$ cat config.mk
export PLATFORM = sky130hd
export DESIGN_NAME = operand_resolver
export DESIGN_NICKNAME = d
export VERILOG_FILES = /design/src/rtl/opr_pkg.sv /design/src/rtl/opr_addr_gen.sv /design/src/rtl/opr_seq.sv /design/src/rtl/opr_hold.sv /design/src/rtl/operand_resolver.sv
export SDC_FILE = /design/constraint.sdc
export NUM_CORES = 1
export LEC_CHECK = 0
export ABC_AREA = 0
export ABC_CLOCK_PERIOD_IN_PS = 2300
export CAP_MARGIN = 20
export CORE_ASPECT_RATIO = 0.7
export CORE_MARGIN = 2
export CORE_UTILIZATION = 43
export DETAILED_ROUTE_END_ITERATION = 8
export PLACE_DENSITY = 0.77
export SLEW_MARGIN = 20
export SYNTH_ARGS = -nofsm -noshare
export SYNTH_HDL_FRONTEND = slang
export SYNTH_SLANG_ARGS = --single-unit
$ cat constraint.sdc
create_clock -name clk -period 2.3 [get_ports clk]
set_input_delay 0.46 -clock clk [delete_from_list [all_inputs] [get_ports clk]]
set_output_delay 0.46 -clock clk [all_outputs]
set_load 0.005 [all_outputs]
$ cat src/rtl/opr_pkg.sv
package opr_pkg;

    localparam int MODE_W = 3;

    typedef enum logic [MODE_W-1:0] {
        AM_IMM  = 3'd0,
        AM_DIR  = 3'd1,
        AM_IND  = 3'd2,
        AM_REG  = 3'd3,
        AM_RIND = 3'd4,
        AM_IDX  = 3'd5,
        AM_BASE = 3'd6,
        AM_RSV  = 3'd7
    } amode_t;

    typedef enum logic [2:0] {
        S_IDLE,
        S_EVAL,
        S_PTR_RD,
        S_PTR_WT,
        S_OPN_RD,
        S_OPN_WT,
        S_FINISH
    } seq_state_t;

    typedef enum logic [1:0] {
        RT_NONE,
        RT_MEM,
        RT_PTR
    } route_t;

endpackage

$ cat src/rtl/opr_addr_gen.sv
module opr_addr_gen
    import opr_pkg::*;
#(
    parameter int DATA_W = 16,
    parameter int ADDR_W = 12,
    parameter int DISP_W = 8
) (
    input  amode_t              mode_i,
    input  logic [DATA_W-1:0]   field_i,
    input  logic [DATA_W-1:0]   reg_i,
    output route_t              route_o,
    output logic [ADDR_W-1:0]   ea_o,
    output logic [DATA_W-1:0]   value_o
);

    logic [ADDR_W-1:0] disp_ext;
    logic [ADDR_W-1:0] idx_ea;
    logic [ADDR_W-1:0] base_ea;

    generate
        if (DISP_W >= ADDR_W) begin : g_wide_disp
            assign disp_ext = field_i[ADDR_W-1:0];
        end else begin : g_narrow_disp
            assign disp_ext = {{(ADDR_W-DISP_W){field_i[DISP_W-1]}}, field_i[DISP_W-1:0]};
        end
    endgenerate

    assign idx_ea  = field_i[ADDR_W-1:0] + reg_i[ADDR_W-1:0];
    assign base_ea = reg_i[ADDR_W-1:0] + disp_ext;

    always_comb begin
        route_o = RT_NONE;
        ea_o    = '0;
        value_o = '0;
        unique case (mode_i)
            AM_IMM: begin
                value_o = field_i;
            end
            AM_DIR: begin
                route_o = RT_MEM;
                ea_o    = field_i[ADDR_W-1:0];
            end
            AM_IND: begin
                route_o = RT_PTR;
                ea_o    = field_i[ADDR_W-1:0];
            end
            AM_REG: begin
                value_o = reg_i;
            end
            AM_RIND: begin
                route_o = RT_MEM;
                ea_o    = reg_i[ADDR_W-1:0];
            end
            AM_IDX: begin
                route_o = RT_MEM;
                ea_o    = idx_ea;
            end
            AM_BASE: begin
                route_o = RT_MEM;
                ea_o    = base_ea;
            end
            AM_RSV: begin
                route_o = RT_NONE;
            end
        endcase
    end

endmodule

$ cat src/rtl/opr_seq.sv
module opr_seq
    import opr_pkg::*;
(
    input  logic   clk,
    input  logic   rst_n,
    input  logic   req_valid_i,
    input  route_t route_i,
    output logic   req_ready_o,
    output logic   done_o,
    output logic   mem_rd_en_o,
    output logic   cap_req_o,
    output logic   ld_eval_o,
    output logic   ld_val_o,
    output logic   ld_ptr_o,
    output logic   ld_opnd_o
);

    seq_state_t state_q;
    seq_state_t state_d;

    always_ff @(posedge clk or negedge rst_n) begin
        if (!rst_n) begin
            state_q <= S_IDLE;
        end else begin
            state_q <= state_d;
        end
    end

    always_comb begin
        state_d = state_q;
        unique case (state_q)
            S_IDLE: begin
                if (req_valid_i) state_d = S_EVAL;
            end
            S_EVAL: begin
                case (route_i)
                    RT_MEM:  state_d = S_OPN_RD;
                    RT_PTR:  state_d = S_PTR_RD;
                    default: state_d = S_FINISH;
                endcase
            end
            S_PTR_RD: state_d = S_PTR_WT;
            S_PTR_WT: state_d = S_OPN_RD;
            S_OPN_RD: state_d = S_OPN_WT;
            S_OPN_WT: state_d = S_FINISH;
            S_FINISH: state_d = S_IDLE;
            default:  state_d = S_IDLE;
        endcase
    end

    always_comb begin
        req_ready_o = 1'b0;
        done_o      = 1'b0;
        mem_rd_en_o = 1'b0;
        cap_req_o   = 1'b0;
        ld_eval_o   = 1'b0;
        ld_val_o    = 1'b0;
        ld_ptr_o    = 1'b0;
        ld_opnd_o   = 1'b0;
        unique case (state_q)
            S_IDLE: begin
                req_ready_o = 1'b1;
                cap_req_o   = req_valid_i;
            end
            S_EVAL: begin
                ld_eval_o = 1'b1;
                ld_val_o  = (route_i == RT_NONE);
            end
            S_PTR_RD: mem_rd_en_o = 1'b1;
            S_PTR_WT: ld_ptr_o    = 1'b1;
            S_OPN_RD: mem_rd_en_o = 1'b1;
            S_OPN_WT: ld_opnd_o   = 1'b1;
            S_FINISH: done_o      = 1'b1;
            default: ;
        endcase
    end

endmodule

$ cat src/rtl/opr_hold.sv
module opr_hold
    import opr_pkg::*;
#(
    parameter int DATA_W = 16,
    parameter int ADDR_W = 12,
    parameter int SEL_W  = 4
) (
    input  logic                clk,
    input  logic                rst_n,
    input  logic                cap_req_i,
    input  logic [MODE_W-1:0]   mode_i,
    input  logic [DATA_W-1:0]   field_i,
    input  logic [SEL_W-1:0]    sel_i,
    input  logic                ld_eval_i,
    input  logic                ld_val_i,
    input  logic [ADDR_W-1:0]   eval_ea_i,
    input  logic [DATA_W-1:0]   eval_val_i,
    input  logic                ld_ptr_i,
    input  logic                ld_opnd_i,
    input  logic [DATA_W-1:0]   rdata_i,
    output amode_t              mode_o,
    output logic [DATA_W-1:0]   field_o,
    output logic [SEL_W-1:0]    sel_o,
    output logic [ADDR_W-1:0]   ea_o,
    output logic [DATA_W-1:0]   operand_o
);

    always_ff @(posedge clk or negedge rst_n) begin
        if (!rst_n) begin
            mode_o  <= AM_IMM;
            field_o <= '0;
            sel_o   <= '0;
        end else if (cap_req_i) begin
            mode_o  <= amode_t'(mode_i);
            field_o <= field_i;
            sel_o   <= sel_i;
        end
    end

    always_ff @(posedge clk or negedge rst_n) begin
        if (!rst_n) begin
            ea_o <= '0;
        end else if (ld_eval_i) begin
            ea_o <= eval_ea_i;
        end else if (ld_ptr_i) begin
            ea_o <= rdata_i[ADDR_W-1:0];
        end
    end

    always_ff @(posedge clk or negedge rst_n) begin
        if (!rst_n) begin
            operand_o <= '0;
        end else if (ld_val_i) begin
            operand_o <= eval_val_i;
        end else if (ld_opnd_i) begin
            operand_o <= rdata_i;
        end
    end

endmodule

$ cat src/rtl/operand_resolver.sv
module operand_resolver
    import opr_pkg::*;
#(
    parameter int DATA_W   = 16,
    parameter int ADDR_W   = 12,
    parameter int NUM_REGS = 16,
    parameter int DISP_W   = 8,
    localparam int SEL_W   = $clog2(NUM_REGS)
) (
    input  logic                clk,
    input  logic                rst_n,
    input  logic                req_valid_i,
    output logic                req_ready_o,
    input  logic [MODE_W-1:0]   req_mode_i,
    input  logic [DATA_W-1:0]   req_field_i,
    input  logic [SEL_W-1:0]    req_sel_i,
    output logic [SEL_W-1:0]    rf_sel_o,
    input  logic [DATA_W-1:0]   rf_data_i,
    output logic                mem_rd_en_o,
    output logic [ADDR_W-1:0]   mem_addr_o,
    input  logic [DATA_W-1:0]   mem_rdata_i,
    output logic                done_o,
    output logic [DATA_W-1:0]   operand_o,
    output logic [ADDR_W-1:0]   ea_o
);

    amode_t              mode_q;
    logic [DATA_W-1:0]   field_q;
    logic [SEL_W-1:0]    sel_q;
    logic [ADDR_W-1:0]   ea_q;
    route_t              route;
    logic [ADDR_W-1:0]   calc_ea;
    logic [DATA_W-1:0]   calc_val;
    logic                cap_req;
    logic                ld_eval;
    logic                ld_val;
    logic                ld_ptr;
    logic                ld_opnd;

    opr_seq u_seq (
        .clk         (clk),
        .rst_n       (rst_n),
        .req_valid_i (req_valid_i),
        .route_i     (route),
        .req_ready_o (req_ready_o),
        .done_o      (done_o),
        .mem_rd_en_o (mem_rd_en_o),
        .cap_req_o   (cap_req),
        .ld_eval_o   (ld_eval),
        .ld_val_o    (ld_val),
        .ld_ptr_o    (ld_ptr),
        .ld_opnd_o   (ld_opnd)
    );

    opr_addr_gen #(
        .DATA_W (DATA_W),
        .ADDR_W (ADDR_W),
        .DISP_W (DISP_W)
    ) u_agen (
        .mode_i  (mode_q),
        .field_i (field_q),
        .reg_i   (rf_data_i),
        .route_o (route),
        .ea_o    (calc_ea),
        .value_o (calc_val)
    );

    opr_hold #(
        .DATA_W (DATA_W),
        .ADDR_W (ADDR_W),
        .SEL_W  (SEL_W)
    ) u_hold (
        .clk        (clk),
        .rst_n      (rst_n),
        .cap_req_i  (cap_req),
        .mode_i     (req_mode_i),
        .field_i    (req_field_i),
        .sel_i      (req_sel_i),
        .ld_eval_i  (ld_eval),
        .ld_val_i   (ld_val),
        .eval_ea_i  (calc_ea),
        .eval_val_i (calc_val),
        .ld_ptr_i   (ld_ptr),
        .ld_opnd_i  (ld_opnd),
        .rdata_i    (mem_rdata_i),
        .mode_o     (mode_q),
        .field_o    (field_q),
        .sel_o      (sel_q),
        .ea_o       (ea_q),
        .operand_o  (operand_o)
    );

    assign rf_sel_o   = sel_q;
    assign mem_addr_o = ea_q;
    assign ea_o       = ea_q;

endmodule

==> run_results.csv, run 1 <==
group,metric,value,unit
sta,timing.final.crit_period,2.589,ns
final_layout,multi_input_comb_area,0.002029,mm2
yosys,ys_warn_count,0,
worst_setup_path,critPathCaptureType,"register",
yosys,synthesis.area,0.003503,mm2
route,drc_violation_count_after_routing,0,
hold_path,min_path_type,"input port to asynchronous set/reset pin",
place,place.gp.congestion,0.9355,
route,postRouteAntennaNets,0,
route,vias_per_inst,5.740,
global_routing,grt_use_total,24.24,%
route,routed-via-count,3444,
floorplan,die_area,0.008897,mm2
sta,setup_violations,2,
yosys,synth_top_area_share,38.57,%
floorplan,core-area,0.007871,mm2
clock_network,clock_sink_count,54,
final_layout,nFillCells,645,
place,place_hpwl,8309,um
clock_network,insertion_delay_of_the_later_clocked_pin_in_the_worst_skew_pair,0.30,ns
global_routing,first_global_vias,3249,
yosys,synth.largest_area_cell,"sky130_fd_sc_hd__dfrtp_1",
clock_network,root_buffer,"sky130_fd_sc_hd__clkbuf_16",
route,drt_first_iter_violations,285,
clock_network,cts_htree_levels,2,
status,run_status,"complete, but fails checks",
sta,fin_crit_sh,112.6,%
final_layout,num-nets-final,568,
sta,slew_headroom,49.06,%
final_layout,area_growth,47.68,%
yosys,synth.net_count,441,
yosys,count_of_flip_flops_with_a_built_in_enable_after_synthesis,0,
global_routing,grt_max_degree,33,
clock_network,cts_tree,"yes",
floorplan,placement_rows,27,
yosys,ys.flop_type,"sky130_fd_sc_hd__dfrtp_1",
clock_network,numCtsBuffers,5,
worst_setup_path,path_max_fanout,5,
worst_setup_path,critical_path.slowest_cell,"sky130_fd_sc_hd__dfrtp_1",
place,postPlaceCellArea,0.004923,mm2
clock_network,holdBufCountCts,0,
route,finalWirelength,10870,um
route,detailroute.wirelength.met2,4706,um
power_and_ir_drop,leakagePower,0.002292,uW
global_routing,grt_overflow_total,0,
yosys,post_synth_num_cell_types,55,
worst_setup_path,crit_path_cell_trace,"nand4b_1 > nand2_2 > ha_4 > and3_4 > a2111o_1 > or2_0 > o22ai_1 > mux2i_1 > o221a_1",
yosys,syn_avg_cell_area,9.443,um2
sta,hold-worst-slack,0.1812,ns
yosys,synth-async-reset-ratio,100.0,%
worst_setup_path,worst-endpoint-required,2.53,ns
final_layout,diodes,0,
global_routing,grt_first_pass_wirelength,17220,um
floorplan,die_x_extent,111.9,um
clock_network,clkSlewWorstSetupHoldPaths,0.07,ns
worst_setup_path,critPathMaxStageDelay,0.39,ns
route,met1_length,5229,um
power_and_ir_drop,max-vdd-ir-drop,0.7699,mV
route,total_length_of_routed_met3_wires,880,um
final_layout,final_design_area_no_fill,0.005174,mm2
floorplan,floorplan.die.height,79.52,um
yosys,netlist_instances,371,
place,portBuffers,104,
sta,worst_clock_skew,0.006613,ns
clock_network,clockBufferDepth,2,
route,drtPass1Iterations,6,
yosys,ys_seq_elements,54,
sta,grt_setup_unrepaired,"true",
job,timing.max_cap.violations,0,
route,highest-signal-layer,"met4",
sta,finalHoldViolCount,0,
sta,clock.fmax,386.3,MHz
status,violations,"setup timing",
floorplan,initial_utilization,44.51,%
sta,timing.final.ws_setup,-0.2889,ns
worst_setup_path,setup_crit_path_kind,"register to register",
power_and_ir_drop,cellPowerDensity,1422,mW/mm2
final_layout,post_route_cells_drive_above_1_share,21.44,%
sta,maxSlewViolCount,0,
worst_setup_path,timing.critical_path.from_type,"register",
worst_setup_path,worstPathArrival,2.82,ns
floorplan,io_pins,105,
yosys,synth.area.top_cells,"sky130_fd_sc_hd__dfrtp_1 (39%), sky130_fd_sc_hd__mux2_2 (6.4%), sky130_fd_sc_hd__a21oi_1 (6.3%), sky130_fd_sc_hd__mux2i_1 (5.4%), sky130_fd_sc_hd__a22o_1 (4.0%)",
final_layout,sequential_cell_area,0.001351,mm2
sta,worst_slew_pin_slew,0.7612,ns
yosys,synth.yosys.seq_area_share,38.57,%
route,route.detailed.wl_per_inst,18.12,um
global_routing,grt_antenna_before_repair,0,
==> worst max-delay path, delay by kind of cell, from the launching register on <==
kind            cells  cell delay, ns
simple gates        4            0.79
fa+ha+maj           1            0.21
compound gates      3            0.77
flops               1            0.39
mux                 1            0.37
==> cell usage in the layout (no fill, tap or decap), types with 4 or more instances in the layout <==
cell type / n
sky130_fd_sc_hd__a211oi_1: 4
sky130_fd_sc_hd__nand2b_1: 5
sky130_fd_sc_hd__ha_1: 6
sky130_fd_sc_hd__clkbuf_16: 5
sky130_fd_sc_hd__a22o_1: 16
sky130_fd_sc_hd__o211ai_1: 4
sky130_fd_sc_hd__a221oi_1: 4
sky130_fd_sc_hd__a22oi_1: 8
sky130_fd_sc_hd__mux2_2: 20
sky130_fd_sc_hd__buf_4: 56
sky130_fd_sc_hd__a221o_1: 4
sky130_fd_sc_hd__o21ai_0: 20
sky130_fd_sc_hd__clkdlybuf4s50_1: 100
sky130_fd_sc_hd__nand2_1: 26
sky130_fd_sc_hd__nor3_1: 4
sky130_fd_sc_hd__a21oi_1: 42
sky130_fd_sc_hd__nor2_1: 15
sky130_fd_sc_hd__mux2i_1: 19
sky130_fd_sc_hd__dfrtp_1: 54
sky130_fd_sc_hd__ha_4: 5
sky130_fd_sc_hd__and3_1: 7
sky130_fd_sc_hd__nand3_1: 6
sky130_fd_sc_hd__inv_1: 5
==> final timing paths <==
kind                            cells after the start                  end        startpoint  slack, ns
worst max-delay path                                9      u_hold.ea_o[11]  u_hold.mode_o[0]      -0.29
worst min-delay path                                1  u_hold.operand_o[7]             rst_n       0.18
worst max register to register                      9      u_hold.ea_o[11]  u_hold.mode_o[0]      -0.29
worst min register to register                      2       u_hold.ea_o[0]    u_hold.ea_o[0]       0.52
max in group asynchronous                           2    u_hold.field_o[9]             rst_n       1.42
min in group clk                                    2       u_hold.ea_o[0]    u_hold.ea_o[0]       0.52
==> area by class of cell <==
| cell class | count | area share, % |
|---|---|---|
| Inverter | 6 | 0.4353 |
| Timing Repair Buffer | 161 | 28.51 |
| Tap cell | 101 | 2.443 |
| Clock buffer | 5 | 2.418 |
| Multi-Input combinational cell | 270 | 39.23 |
| Clock inverter | 3 | 0.8464 |
| Sequential cell | 54 | 26.12 |
==> cells by family (layout without fill, tap and decap cells) <==
logic type / count (synthesis) / count (layout) / synth area share, %
fa+ha+maj: 12 / 12 / 4.500
compound gates: 125 / 125 / 23.36
mux: 39 / 39 / 11.86
xor+xnor: 7 / 7 / 1.750
flops: 54 / 54 / 38.57
buf+inv: 47 / 175 / 6.714
simple gates: 87 / 87 / 13.25
==> Yosys cell counts, types with 2 or more instances <==
master and n:
sky130_fd_sc_hd__a21oi_1 44, sky130_fd_sc_hd__clkbuf_1 18, sky130_fd_sc_hd__o21ai_0 22, sky130_fd_sc_hd__and3_1 8
sky130_fd_sc_hd__nand2b_1 5, sky130_fd_sc_hd__buf_2 11, sky130_fd_sc_hd__a221oi_1 4, sky130_fd_sc_hd__inv_1 6
sky130_fd_sc_hd__dfrtp_1 54, sky130_fd_sc_hd__o211ai_1 4, sky130_fd_sc_hd__or3_1 2, sky130_fd_sc_hd__ha_1 11
sky130_fd_sc_hd__a22oi_1 8, sky130_fd_sc_hd__buf_4 12, sky130_fd_sc_hd__nor2_1 15, sky130_fd_sc_hd__xor2_1 3
sky130_fd_sc_hd__xnor2_1 4, sky130_fd_sc_hd__a22o_1 16, sky130_fd_sc_hd__a21o_1 3, sky130_fd_sc_hd__nand2_1 28
sky130_fd_sc_hd__nand3_1 6, sky130_fd_sc_hd__nor2b_1 3, sky130_fd_sc_hd__a221o_1 4, sky130_fd_sc_hd__mux2_2 20
sky130_fd_sc_hd__mux2i_1 19, sky130_fd_sc_hd__and2_1 3, sky130_fd_sc_hd__nand3b_1 3, sky130_fd_sc_hd__nor3_1 4
sky130_fd_sc_hd__a211oi_1 5
==> metrics by stage <==
stage	power, uW	worst slack [ns]	setup TNS [ns]	utilization, %	cells
2_1_floorplan	4359	-0.1139	-0.1155	-	371
3_3_place_gp	6104	-0.6256	-3.430	62.55	589
3_5_place_dp	6246	-0.6632	-3.890	62.55	589
4_1_cts	7207	-0.2082	-0.3040	65.05	598
5_1_grt	7850	-0.3704	-0.5453	65.73	600
6_report	7355	-0.2889	-0.3004	65.73	600
==> metal layers <==
metal / up-vias / GRT usage (%)
met1: 1656 / 35.98
met2: 168 / 37.33
met4: 0 / 3.951
met3: 9 / 4.860
li1: 1611 / -
met5: - / 0
==> registers in the layout (all words and copies together), names as in the netlist <==
name	cells
u_hold.field_o	16
u_hold.ea_o	12
u_hold.operand_o	16
u_hold.sel_o	4
u_seq.state_q	3
u_hold.mode_o	3
==> where the power goes <==
group	switching [uW]	total, uW	internal, uW	leakage [uW]
Sequential	425	1860	1430	0.000649
Combinational	2140	4630	2490	0.00156
Clock	351	867	516	0.0000842
Total	2920	7350	4440	0.00229
==> repair_timing <==
| action | 4_1_cts | 5_1_grt |
|---|---|---|
| resized for setup | 9 | 6 |
| hold endpoints to repair | 0 | 0 |
| pin swaps | 9 | 15 |
| setup endpoints to repair | 6 | 6 |
| buffers inserted | 1 | 3 |
| gates cloned | 0 | 0 |
(Power assumes the default switching activity.)
==> run 2, diff against run 1 <==
- GPL_TIMING_DRIVEN: default -> 0
==> run_results.csv, run 2 (synthesis results as in run 1) <==
group,metric,value,unit
status,run_status,"complete, but fails checks",
status,violations,"setup timing",
final_layout,area_growth,43.61,%
place,place_hpwl,8084,um
power_and_ir_drop,max-vdd-ir-drop,0.7348,mV
final_layout,final_common_cell,"sky130_fd_sc_hd__clkdlybuf4s50_1",
job,timing.max_cap.violations,0,
clock_network,clock_sink_count,54,
worst_setup_path,critPathCaptureType,"register",
floorplan,initial_utilization,44.51,%
sta,slew_headroom,54.42,%
sta,timing.final.ws_setup,-0.2699,ns
sta,setup_violations,3,
clock_network,clkSlewWorstSetupHoldPaths,0.07,ns
clock_network,clockBufferDepth,2,
sta,fin_crit_sh,111.7,%
global_routing,grt_first_pass_wirelength,16580,um
final_layout,sequential_cell_area,0.001353,mm2
final_layout,mostFrequentLayoutCells,"sky130_fd_sc_hd__clkdlybuf4s50_1 (98), sky130_fd_sc_hd__dfrtp_1 (53), sky130_fd_sc_hd__a21oi_1 (41)",
worst_setup_path,timing.critical_path.from_type,"input port",
worst_setup_path,worst-endpoint-required,2.53,ns
clock_network,numCtsBuffers,5,
clock_network,insertion_delay_of_the_later_clocked_pin_in_the_worst_skew_pair,0.29,ns
floorplan,die_area,0.008897,mm2
route,postRouteAntennaNets,0,
clock_network,root_buffer,"sky130_fd_sc_hd__clkbuf_16",
global_routing,grt_antenna_before_repair,0,
route,drc_violation_count_after_routing,0,
final_layout,diodes,0,
sta,finalHoldViolCount,0,
worst_setup_path,path_max_fanout,7,
sta,worst_slew_pin_slew,0.6836,ns
final_layout,num-nets-final,561,
sta,worst_clock_skew,0.01140,ns
route,routed-via-count,3317,
clock_network,cts_tree,"yes",
sta,grt_setup_unrepaired,"true",
place,post-place-ws,-0.7571,ns
place,place.gp.congestion,0.9137,
sta,setup_tns,-0.3867,ns
place,portBuffers,104,
global_routing,grt_overflow_total,0,
power_and_ir_drop,leakagePower,0.002195,uW
clock_network,cts_htree_levels,2,
final_layout,layout_top_registers,"u_hold.field_o (16), u_hold.operand_o (16), u_hold.ea_o (12)",
global_routing,grt_use_total,23.21,%
floorplan,die_x_extent,111.9,um
floorplan,core-area,0.007871,mm2
final_layout,final_design_area_no_fill,0.005031,mm2
floorplan,placement_rows,27,
sta,clock.fmax,389.1,MHz
hold_path,min_path_type,"input port to asynchronous set/reset pin",
sta,timing.final.crit_period,2.570,ns
floorplan,io_pins,105,
place,postPlaceCellArea,0.004723,mm2
final_layout,post_route_cells_drive_above_1_share,19.31,%
final_layout,multi_input_comb_area,0.002049,mm2
global_routing,grt_max_degree,55,
route,route.detailed.wl_per_inst,17.59,um
route,vias_per_inst,5.594,
floorplan,floorplan.die.height,79.52,um
worst_setup_path,setup_crit_path_kind,"input port to register",
global_routing,first_global_vias,3176,
final_layout,nFillCells,674,
route,finalWirelength,10430,um
power_and_ir_drop,cellPowerDensity,1407,mW/mm2
route,drtPass1Iterations,5,
sta,maxSlewViolCount,0,
sta,hold-worst-slack,0.2009,ns
worst_setup_path,worstPathArrival,2.80,ns
route,drt_first_iter_violations,190,
==> run 2: cell types whose count changed in the layout (fill, tap and decap cells not counted), sizes merged <==
cell / change
clkdlybuf4s50: -2
inv: -1
clkdlybuf4s15: -2
bufinv: -1
dlymetal6s2s: +1
clkbuf: +20
clkinv: +1
buf: -24
dlygate4sd2: +1
==> run 2: routing by layer <==
layer  share of wire (%)  vias up  wire length [um]  track usage, %
li1                    -     1596                 -               -
met1                  48     1577              5035           34.25
met2                  43      138              4507           36.36
met3                 8.3        6               868           5.391
met4                0.16        0                17           1.852
met5                   0        -                 0               0
==> run 2: worst max-delay path, cell delays in order <==
cell,delay (ns)
sky130_fd_sc_hd__clkdlybuf4s50_1,0.48
sky130_fd_sc_hd__ha_1,0.42
sky130_fd_sc_hd__and3_4,0.21
sky130_fd_sc_hd__a2111o_1,0.37
sky130_fd_sc_hd__or2_1,0.23
sky130_fd_sc_hd__o22ai_2,0.13
sky130_fd_sc_hd__mux2i_1,0.28
sky130_fd_sc_hd__o221a_1,0.22
==> run 2: stage by stage <==
step / power, uW / util [%] / instances
after global placement: 5869 / 60.04 / 576
after global routing: 7606 / 63.92 / 593
after CTS: 6917 / 62.96 / 587
after floorplan: 4359 / - / 371
after detailed placement: 5983 / 60.01 / 576
final: 7077 / 63.92 / 593
==> run 2: final cells by class <==
type | count | share of cell area [%]
tap | 101 | 2.512
sequential | 54 | 26.88
buffer | 40 | 4.576
inverter | 6 | 0.4476
timing repair buffer | 114 | 22.01
clock buffer | 6 | 2.562
clock inverter | 2 | 0.2736
multi-input combinational | 270 | 40.74
==> run 2: final timing paths <==
kind                                  endpoint  slack (ns)  depth (start not counted)             start
max                            u_hold.ea_o[11]       -0.27                          8      rf_data_i[7]
min                        u_hold.operand_o[7]        0.20                          1             rst_n
max reg2reg                    u_hold.ea_o[11]       -0.25                         11  u_hold.mode_o[0]
min reg2reg                    u_hold.sel_o[0]        0.51                          1   u_hold.sel_o[0]
max in group asynchronous    u_hold.field_o[0]        1.59                          1             rst_n
min in group clk               u_hold.sel_o[0]        0.51                          1   u_hold.sel_o[0]
==> run 2: where the power goes <==
group | internal [uW] | switching, uW | leakage, uW
registers | 1430 | 432 | 0.000648
logic | 2410 | 2060 | 0.00148
clock network | 405 | 341 | 0.0000708
total | 4250 | 2830 | 0.00219
==> run 2: timing repair <==
| item | CTS | global route |
|---|---|---|
| buffers inserted | 3 | 7 |
| endpoints found under the setup margin | 9 | 26 |
| resized for setup | 18 | 24 |
| hold buffers | 0 | 0 |
| pin swaps | 13 | 20 |
